**src/rtl/i2c_burst_pkg.sv**
```systemverilog
`timescale 1ns/1ps
package i2c_burst_pkg;
  localparam int BYTE_BITS = 8;

  typedef enum logic [1:0] {OP_START, OP_TX, OP_RX, OP_STOP} op_e;

  typedef enum logic [2:0] {E_IDLE, E_START, E_TX, E_RX, E_STOP} eng_e;

  typedef enum logic [3:0] {
    S_IDLE, S_START, S_DEVW, S_AHI, S_ALO, S_WREQ,
    S_WDATA, S_RSTART, S_DEVR, S_RDATA, S_STOP
  } seq_e;
endpackage

```
**src/rtl/i2c_quarter_tick.sv**
```systemverilog
`timescale 1ns/1ps
module i2c_quarter_tick #(
  parameter int QUARTER = 62
) (
  input  logic clk,
  input  logic rst,
  input  logic en,
  output logic tick
);
  localparam int W = $clog2(QUARTER + 1);
  localparam logic [W-1:0] LAST = W'(QUARTER - 1);

  logic [W-1:0] cnt;

  // Counter rests at zero while the engine is idle so every op starts aligned.
  always_ff @(posedge clk) begin
    if (rst || !en)      cnt <= '0;
    else if (cnt == LAST) cnt <= '0;
    else                 cnt <= cnt + 1'b1;
  end

  assign tick = en && (cnt == LAST);

  p_tick_range_r1: assert property (@(posedge clk) disable iff (rst)
    cnt <= LAST);
endmodule

```
**src/rtl/i2c_byte_engine.sv**
```systemverilog
`timescale 1ns/1ps
module i2c_byte_engine
  import i2c_burst_pkg::*;
#(
  parameter int QUARTER = 62
) (
  input  logic       clk,
  input  logic       rst,
  input  logic       go,
  input  op_e        op,
  input  logic [7:0] tx_byte,
  input  logic       ack_bit,   // 1 = answer received byte with NACK
  input  logic       sda_i,
  output logic       busy,
  output logic       fin,
  output logic       nack,
  output logic [7:0] rx_byte,
  output logic       scl,
  output logic       sda_oe
);
  localparam logic [3:0] ACK_SLOT = 4'(BYTE_BITS);

  eng_e       st;
  logic [1:0] ph;
  logic [3:0] slot;
  logic [7:0] tx_sh, rx_sh;
  logic       ack_q, scl_q, oe_q, fin_q, nack_q, tick;

  assign busy = (st != E_IDLE);

  i2c_quarter_tick #(.QUARTER(QUARTER)) u_tick (
    .clk(clk), .rst(rst), .en(busy), .tick(tick)
  );

  always_ff @(posedge clk) begin
    if (rst) begin
      st <= E_IDLE; ph <= 2'd0; slot <= '0;
      tx_sh <= '0; rx_sh <= '0; ack_q <= 1'b1;
      scl_q <= 1'b1; oe_q <= 1'b0; fin_q <= 1'b0; nack_q <= 1'b0;
    end else begin
      fin_q <= 1'b0;
      if (st == E_IDLE) begin
        if (go) begin
          ph <= 2'd0; slot <= '0; tx_sh <= tx_byte; ack_q <= ack_bit;
          case (op)
            OP_START: begin st <= E_START; oe_q <= 1'b0; end
            OP_STOP:  begin st <= E_STOP;  oe_q <= 1'b1; end
            OP_TX:    begin st <= E_TX; oe_q <= ~tx_byte[7]; nack_q <= 1'b0; end
            default:  begin st <= E_RX;    oe_q <= 1'b0; end
          endcase
        end
      end else if (tick) begin
        if (ph != 2'd3) begin
          ph <= ph + 2'd1;
          case (ph)
            2'd0: scl_q <= 1'b1;                       // phase 1: SCL up
            2'd1: begin                                // phase 2: sample / edge
              if (st == E_START)                       oe_q <= 1'b1;
              else if (st == E_STOP)                   oe_q <= 1'b0;
              else if (st == E_TX && slot == ACK_SLOT) nack_q <= sda_i;
              else if (st == E_RX && slot != ACK_SLOT) rx_sh <= {rx_sh[6:0], sda_i};
            end
            default: if (st != E_STOP) scl_q <= 1'b0; // phase 3: SCL down
          endcase
        end else if ((st == E_TX || st == E_RX) && slot != ACK_SLOT) begin
          ph   <= 2'd0;
          slot <= slot + 4'd1;
          if (slot == ACK_SLOT - 4'd1) begin
            oe_q <= (st == E_RX) ? ~ack_q : 1'b0;
          end else begin
            oe_q  <= (st == E_TX) ? ~tx_sh[6] : 1'b0;
            tx_sh <= {tx_sh[6:0], 1'b0};
          end
        end else begin
          st    <= E_IDLE;
          fin_q <= 1'b1;
        end
      end
    end
  end

  assign fin     = fin_q;
  assign nack    = nack_q;
  assign rx_byte = rx_sh;
  assign scl     = scl_q;
  assign sda_oe  = oe_q;

  // SDA held through every SCL high pulse of a data/ack bit
  p_sda_steady_r3: assert property (@(posedge clk) disable iff (rst)
    ((st == E_TX || st == E_RX) && scl_q && $past(scl_q)) |-> $stable(oe_q));

  // START falls and STOP rises only under high SCL
  p_start_edge_r2: assert property (@(posedge clk) disable iff (rst)
    ($rose(oe_q) && st == E_START) |-> scl_q);
  p_stop_edge_r2: assert property (@(posedge clk) disable iff (rst)
    ($fell(oe_q) && st == E_STOP) |-> scl_q);
endmodule

```
**src/rtl/i2c_burst_ctrl.sv**
```systemverilog
`timescale 1ns/1ps
module i2c_burst_ctrl
  import i2c_burst_pkg::*;
#(
  parameter int CLK_HZ  = 100_000_000,
  parameter int SCL_HZ  = 400_000,
  parameter int MAX_LEN = 16,
  localparam int LEN_W  = $clog2(MAX_LEN)
) (
  input  logic             clk,
  input  logic             rst,
  input  logic             start_i,
  input  logic             read_i,
  input  logic             wide_i,
  input  logic [6:0]       dev_i,
  input  logic [15:0]      word_i,
  input  logic [LEN_W-1:0] len_i,
  input  logic [7:0]       wdata_i,
  input  logic             wvalid_i,
  output logic             wready_o,
  output logic [7:0]       rdata_o,
  output logic             rvalid_o,
  output logic             done_o,
  output logic             nack_o,
  output logic             busy_o,
  output logic             scl_o,
  output logic             sda_oe_o,
  input  logic             sda_i
);
  localparam int QUARTER = CLK_HZ / SCL_HZ / 4;

  seq_e             st;
  logic             rd_q, wide_q, nack_q, wready_q, rvalid_q, done_q;
  logic [6:0]       dev_q;
  logic [15:0]      word_q;
  logic [LEN_W-1:0] left_q;
  logic [7:0]       rdata_q;
  logic             go_q, ackb_q;
  op_e              op_q;
  logic [7:0]       byte_q;
  logic             eng_busy, eng_fin, eng_nack;
  logic [7:0]       eng_rx;

  i2c_byte_engine #(.QUARTER(QUARTER)) u_engine (
    .clk(clk), .rst(rst), .go(go_q), .op(op_q), .tx_byte(byte_q),
    .ack_bit(ackb_q), .sda_i(sda_i), .busy(eng_busy), .fin(eng_fin),
    .nack(eng_nack), .rx_byte(eng_rx), .scl(scl_o), .sda_oe(sda_oe_o)
  );

  task automatic launch(input op_e o, input logic [7:0] b, input logic a);
    go_q <= 1'b1; op_q <= o; byte_q <= b; ackb_q <= a;
  endtask

  always_ff @(posedge clk) begin
    if (rst) begin
      st <= S_IDLE; rd_q <= 1'b0; wide_q <= 1'b0; nack_q <= 1'b0;
      wready_q <= 1'b0; rvalid_q <= 1'b0; done_q <= 1'b0;
      dev_q <= '0; word_q <= '0; left_q <= '0; rdata_q <= '0;
      go_q <= 1'b0; ackb_q <= 1'b1; op_q <= OP_START; byte_q <= '0;
    end else begin
      go_q <= 1'b0; rvalid_q <= 1'b0; done_q <= 1'b0;
      case (st)
        S_IDLE: if (start_i) begin
          rd_q <= read_i; wide_q <= wide_i; dev_q <= dev_i;
          word_q <= word_i; left_q <= len_i; nack_q <= 1'b0;
          launch(OP_START, 8'h00, 1'b1);
          st <= S_START;
        end
        S_START: if (eng_fin) begin
          launch(OP_TX, {dev_q, 1'b0}, 1'b1); st <= S_DEVW;
        end
        S_DEVW: if (eng_fin) begin
          if (eng_nack)    begin nack_q <= 1'b1; launch(OP_STOP, 8'h00, 1'b1); st <= S_STOP; end
          else if (wide_q) begin launch(OP_TX, word_q[15:8], 1'b1); st <= S_AHI; end
          else             begin launch(OP_TX, word_q[7:0], 1'b1);  st <= S_ALO; end
        end
        S_AHI: if (eng_fin) begin
          if (eng_nack) begin nack_q <= 1'b1; launch(OP_STOP, 8'h00, 1'b1); st <= S_STOP; end
          else          begin launch(OP_TX, word_q[7:0], 1'b1); st <= S_ALO; end
        end
        S_ALO: if (eng_fin) begin
          if (eng_nack)  begin nack_q <= 1'b1; launch(OP_STOP, 8'h00, 1'b1); st <= S_STOP; end
          else if (rd_q) begin launch(OP_START, 8'h00, 1'b1); st <= S_RSTART; end
          else           begin wready_q <= 1'b1; st <= S_WREQ; end
        end
        S_WREQ: if (wvalid_i) begin
          wready_q <= 1'b0;
          launch(OP_TX, wdata_i, 1'b1);
          st <= S_WDATA;
        end
        S_WDATA: if (eng_fin) begin
          if (eng_nack) nack_q <= 1'b1;
          if (left_q == '0) begin launch(OP_STOP, 8'h00, 1'b1); st <= S_STOP; end
          else begin left_q <= left_q - 1'b1; wready_q <= 1'b1; st <= S_WREQ; end
        end
        S_RSTART: if (eng_fin) begin
          launch(OP_TX, {dev_q, 1'b1}, 1'b1); st <= S_DEVR;
        end
        S_DEVR: if (eng_fin) begin
          if (eng_nack) begin nack_q <= 1'b1; launch(OP_STOP, 8'h00, 1'b1); st <= S_STOP; end
          else          begin launch(OP_RX, 8'h00, left_q == '0); st <= S_RDATA; end
        end
        S_RDATA: if (eng_fin) begin
          rdata_q  <= eng_rx;
          rvalid_q <= 1'b1;
          if (left_q == '0) begin launch(OP_STOP, 8'h00, 1'b1); st <= S_STOP; end
          else begin
            left_q <= left_q - 1'b1;
            launch(OP_RX, 8'h00, left_q == LEN_W'(1));
          end
        end
        S_STOP: if (eng_fin) begin
          done_q <= 1'b1; st <= S_IDLE;
        end
        default: st <= S_IDLE;
      endcase
    end
  end

  assign wready_o = wready_q;
  assign rdata_o  = rdata_q;
  assign rvalid_o = rvalid_q;
  assign done_o   = done_q;
  assign nack_o   = nack_q;
  assign busy_o   = (st != S_IDLE);

  // completion strobe lasts one cycle
  p_done_pulse_r12: assert property (@(posedge clk) disable iff (rst)
    done_o |=> !done_o);
  // flag survives until a new start is accepted
  p_nack_sticky_r11: assert property (@(posedge clk) disable iff (rst)
    (nack_o && !(st == S_IDLE && start_i)) |=> nack_o);
  // bus released whenever no transaction runs
  p_idle_bus_r2: assert property (@(posedge clk) disable iff (rst)
    (st == S_IDLE) |-> (scl_o && !sda_oe_o));
  // handshake only in writes, with SCL parked low and engine idle
  p_wready_write_r8: assert property (@(posedge clk) disable iff (rst)
    wready_o |-> (!rd_q && !eng_busy && !scl_o));
  // read strobes only in read transactions
  p_rvalid_read_r5: assert property (@(posedge clk) disable iff (rst)
    rvalid_o |-> rd_q);
endmodule

```
**config.mk**
```make
export PLATFORM = sky130hd
export DESIGN_NAME = i2c_burst_ctrl
export DESIGN_NICKNAME = d
export VERILOG_FILES = /design/src/rtl/i2c_burst_pkg.sv /design/src/rtl/i2c_quarter_tick.sv /design/src/rtl/i2c_byte_engine.sv /design/src/rtl/i2c_burst_ctrl.sv
export SDC_FILE = /design/constraint.sdc
export NUM_CORES = 1
export LEC_CHECK = 0
export BUFFER_PORTS_ARGS = -buffer_cell sky130_fd_sc_hd__buf_2
export CORE_UTILIZATION = 50
export DETAILED_ROUTE_END_ITERATION = 12
export PLACE_DENSITY = 0.72
export SYNTH_ARGS = -nofsm -noshare
export SYNTH_HDL_FRONTEND = slang
export SYNTH_SLANG_ARGS = --single-unit
```
**constraint.sdc**
```tcl
create_clock -name clk -period 4 [get_ports clk]
set_input_delay 1.2 -clock clk [delete_from_list [all_inputs] [get_ports clk]]
set_output_delay 1.2 -clock clk [all_outputs]
set_load 0.03 [all_outputs]
```
; Word-level counts from Yosys, hierarchy flattened
; Index checks and enable logic that the tools add are counted.
[word_totals]
regBits = 92
latch_bits = 0
ram_bits = 0
mem_bits_ro = 0
word_cells = 289
memories = 0
[op_classes]
addsub = 4
n_mul = 0
div_mod_pow = 0
magnitude_cmp = 0
eq_ne = 58
n_shift = 0
mux = 134
bitwise = 11
reduce_logical = 56
[op_table]
columns = operator, count
row1 = 8-bit 2-to-1 mux, 15
row2 = 4-bit 2-to-1 mux, 24
row3 = 8-bit case mux with 9 select lines, 1
row4 = 1-bit 2-to-1 mux, 53
row5 = 4-bit case mux with 11 select lines, 1
row6 = 7-bit 2-to-1 mux, 6
row7 = "2-bit by 1-bit inequality test with 1-bit output, second input constant", 21
row8 = 2-bit 2-to-1 mux, 19
row9 = 12-bit AND reduction, 2
row10 = "2-bit inequality test, second input constant", 11
row11 = "4-bit by 3-bit == test with 1-bit output, second input constant", 5
row12 = 3-bit 2-to-1 mux, 6
row13 = "4-bit == test, second input constant", 4
row14 = 2-bit case mux with 8 select lines, 1
row15 = 4-bit AND reduction, 4
row16 = 8-bit AND reduction, 2
row17 = 2-bit nonzero test, 8
row18 = 5-bit AND reduction, 3
row19 = 2-bit OR reduction, 7
row20 = 1-bit NOT, 11
row21 = 11-bit AND reduction, 1
row22 = 10-bit AND reduction, 1
row23 = 3-bit case mux with 3 select lines, 1
row24 = 3-bit nonzero test, 3
row25 = 37 further kinds, 53

; Longest topological paths before layout
[logic_depth]
ltp_word = 9
mapped_depth = 9
ltp_nobuf = 7

; By module
; From an unflattened synthesis, not the netlist that was laid out.
[hier_totals]
cells_unflattened = 578
hier_area_um2 = 4700.8
[modules_own_cells]
columns = mod, n_inst, cells_each, area_each_um2, seq_area_each_um2
row1 = i2c_burst_ctrl, 1, 361, 2846.5, 1141.1
row2 = i2c_byte_engine, 1, 187, 1589.0, 580.6
row3 = i2c_quarter_tick, 1, 30, 265.3, 120.1

; Least setup slack after synthesis
; Ideal clock, no wire load.
[synth_timing]
kind = input port to flip-flop
start = input port start_i
end = register st[2]
setup_ns = 0.131
arrival_ns = 2.401
slack_ns = 1.468
stages = 5
path_buffers = 0
cell_sequence = or4b_2 -> o311a_1 -> o2bb2ai_1 -> nor4_1 -> nor3_1
[synth_via]
elab_chain_cells = 2
[synth_rtl]
columns = element, line_no
row1 = start: declaration, i2c_burst_ctrl.sv:12  ; input logic start_i,
row2 = 2-bit inequality test (no line), n/a
row3 = 12-bit AND reduction (no line), n/a
row4 = end signal: assignment, i2c_burst_ctrl.sv:56  ; st <= S_IDLE; rd_q <= 1'b0; wide_q <= 1'b0; nack_q <= 1'b0;
row5 = end signal: assignment, i2c_burst_ctrl.sv:67  ; st <= S_START;
row6 = end signal: assignment, i2c_burst_ctrl.sv:70  ; launch(OP_TX, {dev_q, 1'b0}, 1'b1); st <= S_DEVW;
row7 = end: declaration, i2c_burst_ctrl.sv:32  ; seq_e st;
; No other way between the ends.
; A chain may end at the register's enable or synchronous reset.

; Worst setup path in the final report
[layout_timing]
start = register st[2]
end = output port busy_o
[layout_via]
elab_chain_cells = 1
[layout_rtl]
columns = element, line_no
row1 = 4-bit nonzero test, i2c_burst_ctrl.sv:125  ; assign busy_o = (st != S_IDLE);
row2 = end: declaration, i2c_burst_ctrl.sv:25  ; output logic busy_o,
; No other way between the ends.

==> out/metrics.yaml <==
drcViolationCount: 0
vdd_drop_max_mv: 0.5489
post_cts_buffers: 0
routedWlPerCell_um: 14.40
grt_use_total_pct: 21.47
synth_area_mm2: 0.004634
finalHoldViolCount: 0
vias_per_cell: 5.640
path_delay_family: "flip-flops"
nNetsFinal: 640
timing.final.crit_share_pct: 77.82
overflow: 0
wl_um: 10040
place_inst: 681
drive_above_1_share_pct: 17.32
dpl.hpwl_um: 7017
worst_pin_slew_ps: 970.6
fillers: 801
htreeDepth: 3
start_util_pct: 52.38
clk_pin_slew_ps: 90
critPathCaptureType: "output port"
num_rows: 34
antenna_found_initial: 0
ys_async_sr_fraction_pct: 0
min_period_ps: 3113
globalplace.congestion: 0.9199
drv_slew: 0
ys_seq_elements: 92
worstSetupStartpointType: "flop"
p_per_area_mw_per_mm2: 562.3
drt_pass1_iterations: 7
timing.hold.ws_ps: 452.2
die_y_um: 98.28
grt_max_degree: 40
ys_seq_area_share_pct: 39.74
worstSkewPairLatency_ps: 370
yosysWarnings: 0
dieArea_mm2: 0.009658
critical_path_buf_inv_count: 1
synth_area_leaders: "dfxtp_1 (40%), nand2_1 (6.8%), a21oi_1 (6.3%)"
clockRootBuffer: "clkbuf_8"
worstPathRequired_ps: 2800
grt_pass1_vias: 3608
synthToLayoutAreaGrowth_pct: 10.88
worst-setup-path-type: "reg2out"
hold_end: "rdata_o[4]"
yosys_most_used_dff: "dfxtp_1"
dr.first_iter.drc_count: 181
ios: 57
power_leakage_uw: 0.002023
synth_edf_count: 0
postSynthCellCount: 552
vias: 3931
core_area_mm2: 0.008848
cts_tree: "built"
status: "completed"
r2r_end: "byte_q[4]"
clock-sinks: 92
hp-class: "reg2reg"
worstHoldStart: "rdata_o[4]"
final_common_cell: "dfxtp_1"
ant_nets: 0
diodes: 0
drv_cap: 0
cp_cell_sequence: "nor2_1 > nand2_1 > buf_2"
yosysTopAreaCell: "dfxtp_1"
r2r_start: "st[0]"
numPortBuffers: 56
fin_skew_ps: 9.424
regToRegSetupSlack_ps: 1450
rsz0062_at_grt: "no"
synth_area_per_cell_um2: 8.396
cp_max_fo: 29
tns_ps: 0
clockBufferDepth: 2
max_freq_mhz: 321.3
slew-limit-headroom_pct: 35.20
whs_path_depth: 2
cts_buffers: 9
setup_viol: 0
hold_buffers: 0
max_stage_delay_ps: 970
final_cell_mix: "dfxtp_1 (92), nand2_1 (84), a21oi_1 (58)"
reg2reg_depth: 5
syn_nets: 608
final_cells: 697
yosysTopAreaCellShare_pct: 39.74
yosysUniqueCellTypes: 65
cts_resized: 0
arrival_ps: 1910
grt_pass1_wl_um: 16790
slowest_stage: "dfxtp_1"
die_x_um: 98.28
==> cell families (layout without fill, tap and decap cells) <==
group / Yosys count / in the layout / synth area share, %
buffers and inverters: 56 / 93 / 5.102
muxes: 33 / 33 / 7.910
AOI/OAI and AO/OA: 133 / 133 / 19.01
DFF: 92 / 92 / 39.74
and+or+nand+nor: 216 / 216 / 22.95
adders and majority gates: 14 / 14 / 3.780
xor gates and xnor gates: 8 / 8 / 1.512
==> synthesized netlist by cell type (all sizes together), types with 4 or more instances <==
cell	instances
ha	14
xnor2	5
mux2i	22
o22ai	4
clkbuf	29
a32oi	7
mux2	11
nand3	24
inv	12
a21o	4
dfxtp	92
nor4	6
a21oi	58
and3	6
nand3b	4
nor3b	4
nor2	39
a2111oi	4
nor3	8
buf	14
a22oi	6
nand2b	7
o21ai	12
nor2b	16
a211oi	8
nand2	84
==> layout make-up <==
cell class	count	area (µm²)	area share [%]
clock inverter	6	88.84	1.729
clock buffer	10	127.6	2.484
timing repair buffer	64	340.3	6.623
multi-input combinational	404	2556	49.74
sequential	92	1842	35.84
tap	108	135.1	2.630
inverter	13	48.80	0.9496
==> worst min-delay path, delay by kind of cell, from the launching register on <==
family | cells | cell delay [ps]
AO/OA/AOI/OAI | 1 | 50
AND/OR/NAND/NOR | 1 | 50
flip-flops | 1 | 310
==> worst max path at each step <==
stage / from / end / slack [ps] / cells past startpoint
floorplan: start_i / st[2] / 1470 / 5
global placement: start_i / st[2] / 1280 / 6
detailed placement: start_i / st[2] / 1260 / 6
CTS: st[2] / busy_o / 930 / 3
global route: st[2] / busy_o / 830 / 3
finish: st[2] / busy_o / 890 / 3
==> registers in the layout (all words and copies together), names as in the netlist, 6 cells and up <==
name	flops
byte_q	8
dev_q	7
rdata_o	8
u_engine.rx_byte	8
u_engine.tx_sh	7
u_engine.u_tick.cnt	6
word_q	16
==> metal layers <==
| metal | up-vias | track usage [%] | part of all wire (%) |
|---|---|---|---|
| met4 | 0 | 9.414 | 2.0 |
| li1 | 2011 | - | - |
| met3 | 18 | 3.651 | 4.5 |
| met2 | 93 | 33.86 | 45 |
| met1 | 1809 | 28.97 | 48 |
| met5 | - | 0 | 0 |
==> where the power goes <==
group | switching (µW) | leakage [µW] | internal, µW
clock | 334 | 0.000102 | 352
combinational | 607 | 0.00117 | 404
sequential | 158 | 0.000747 | 1040
total | 1100 | 0.00202 | 1790
==> per-stage QoR <==
stage	setup WS (ps)	cell area, µm²	utilization [%]	power (µW)
finish	887.4	5139	58.07	2890
floorplan	1468	4634	-	2015
global placement	1282	4922	55.63	2184
detailed placement	1261	4922	55.63	2215
CTS	927.1	5139	58.07	2894
global route	826.2	5139	58.07	3072
Note: power is estimated with default switching activity, not from simulation.
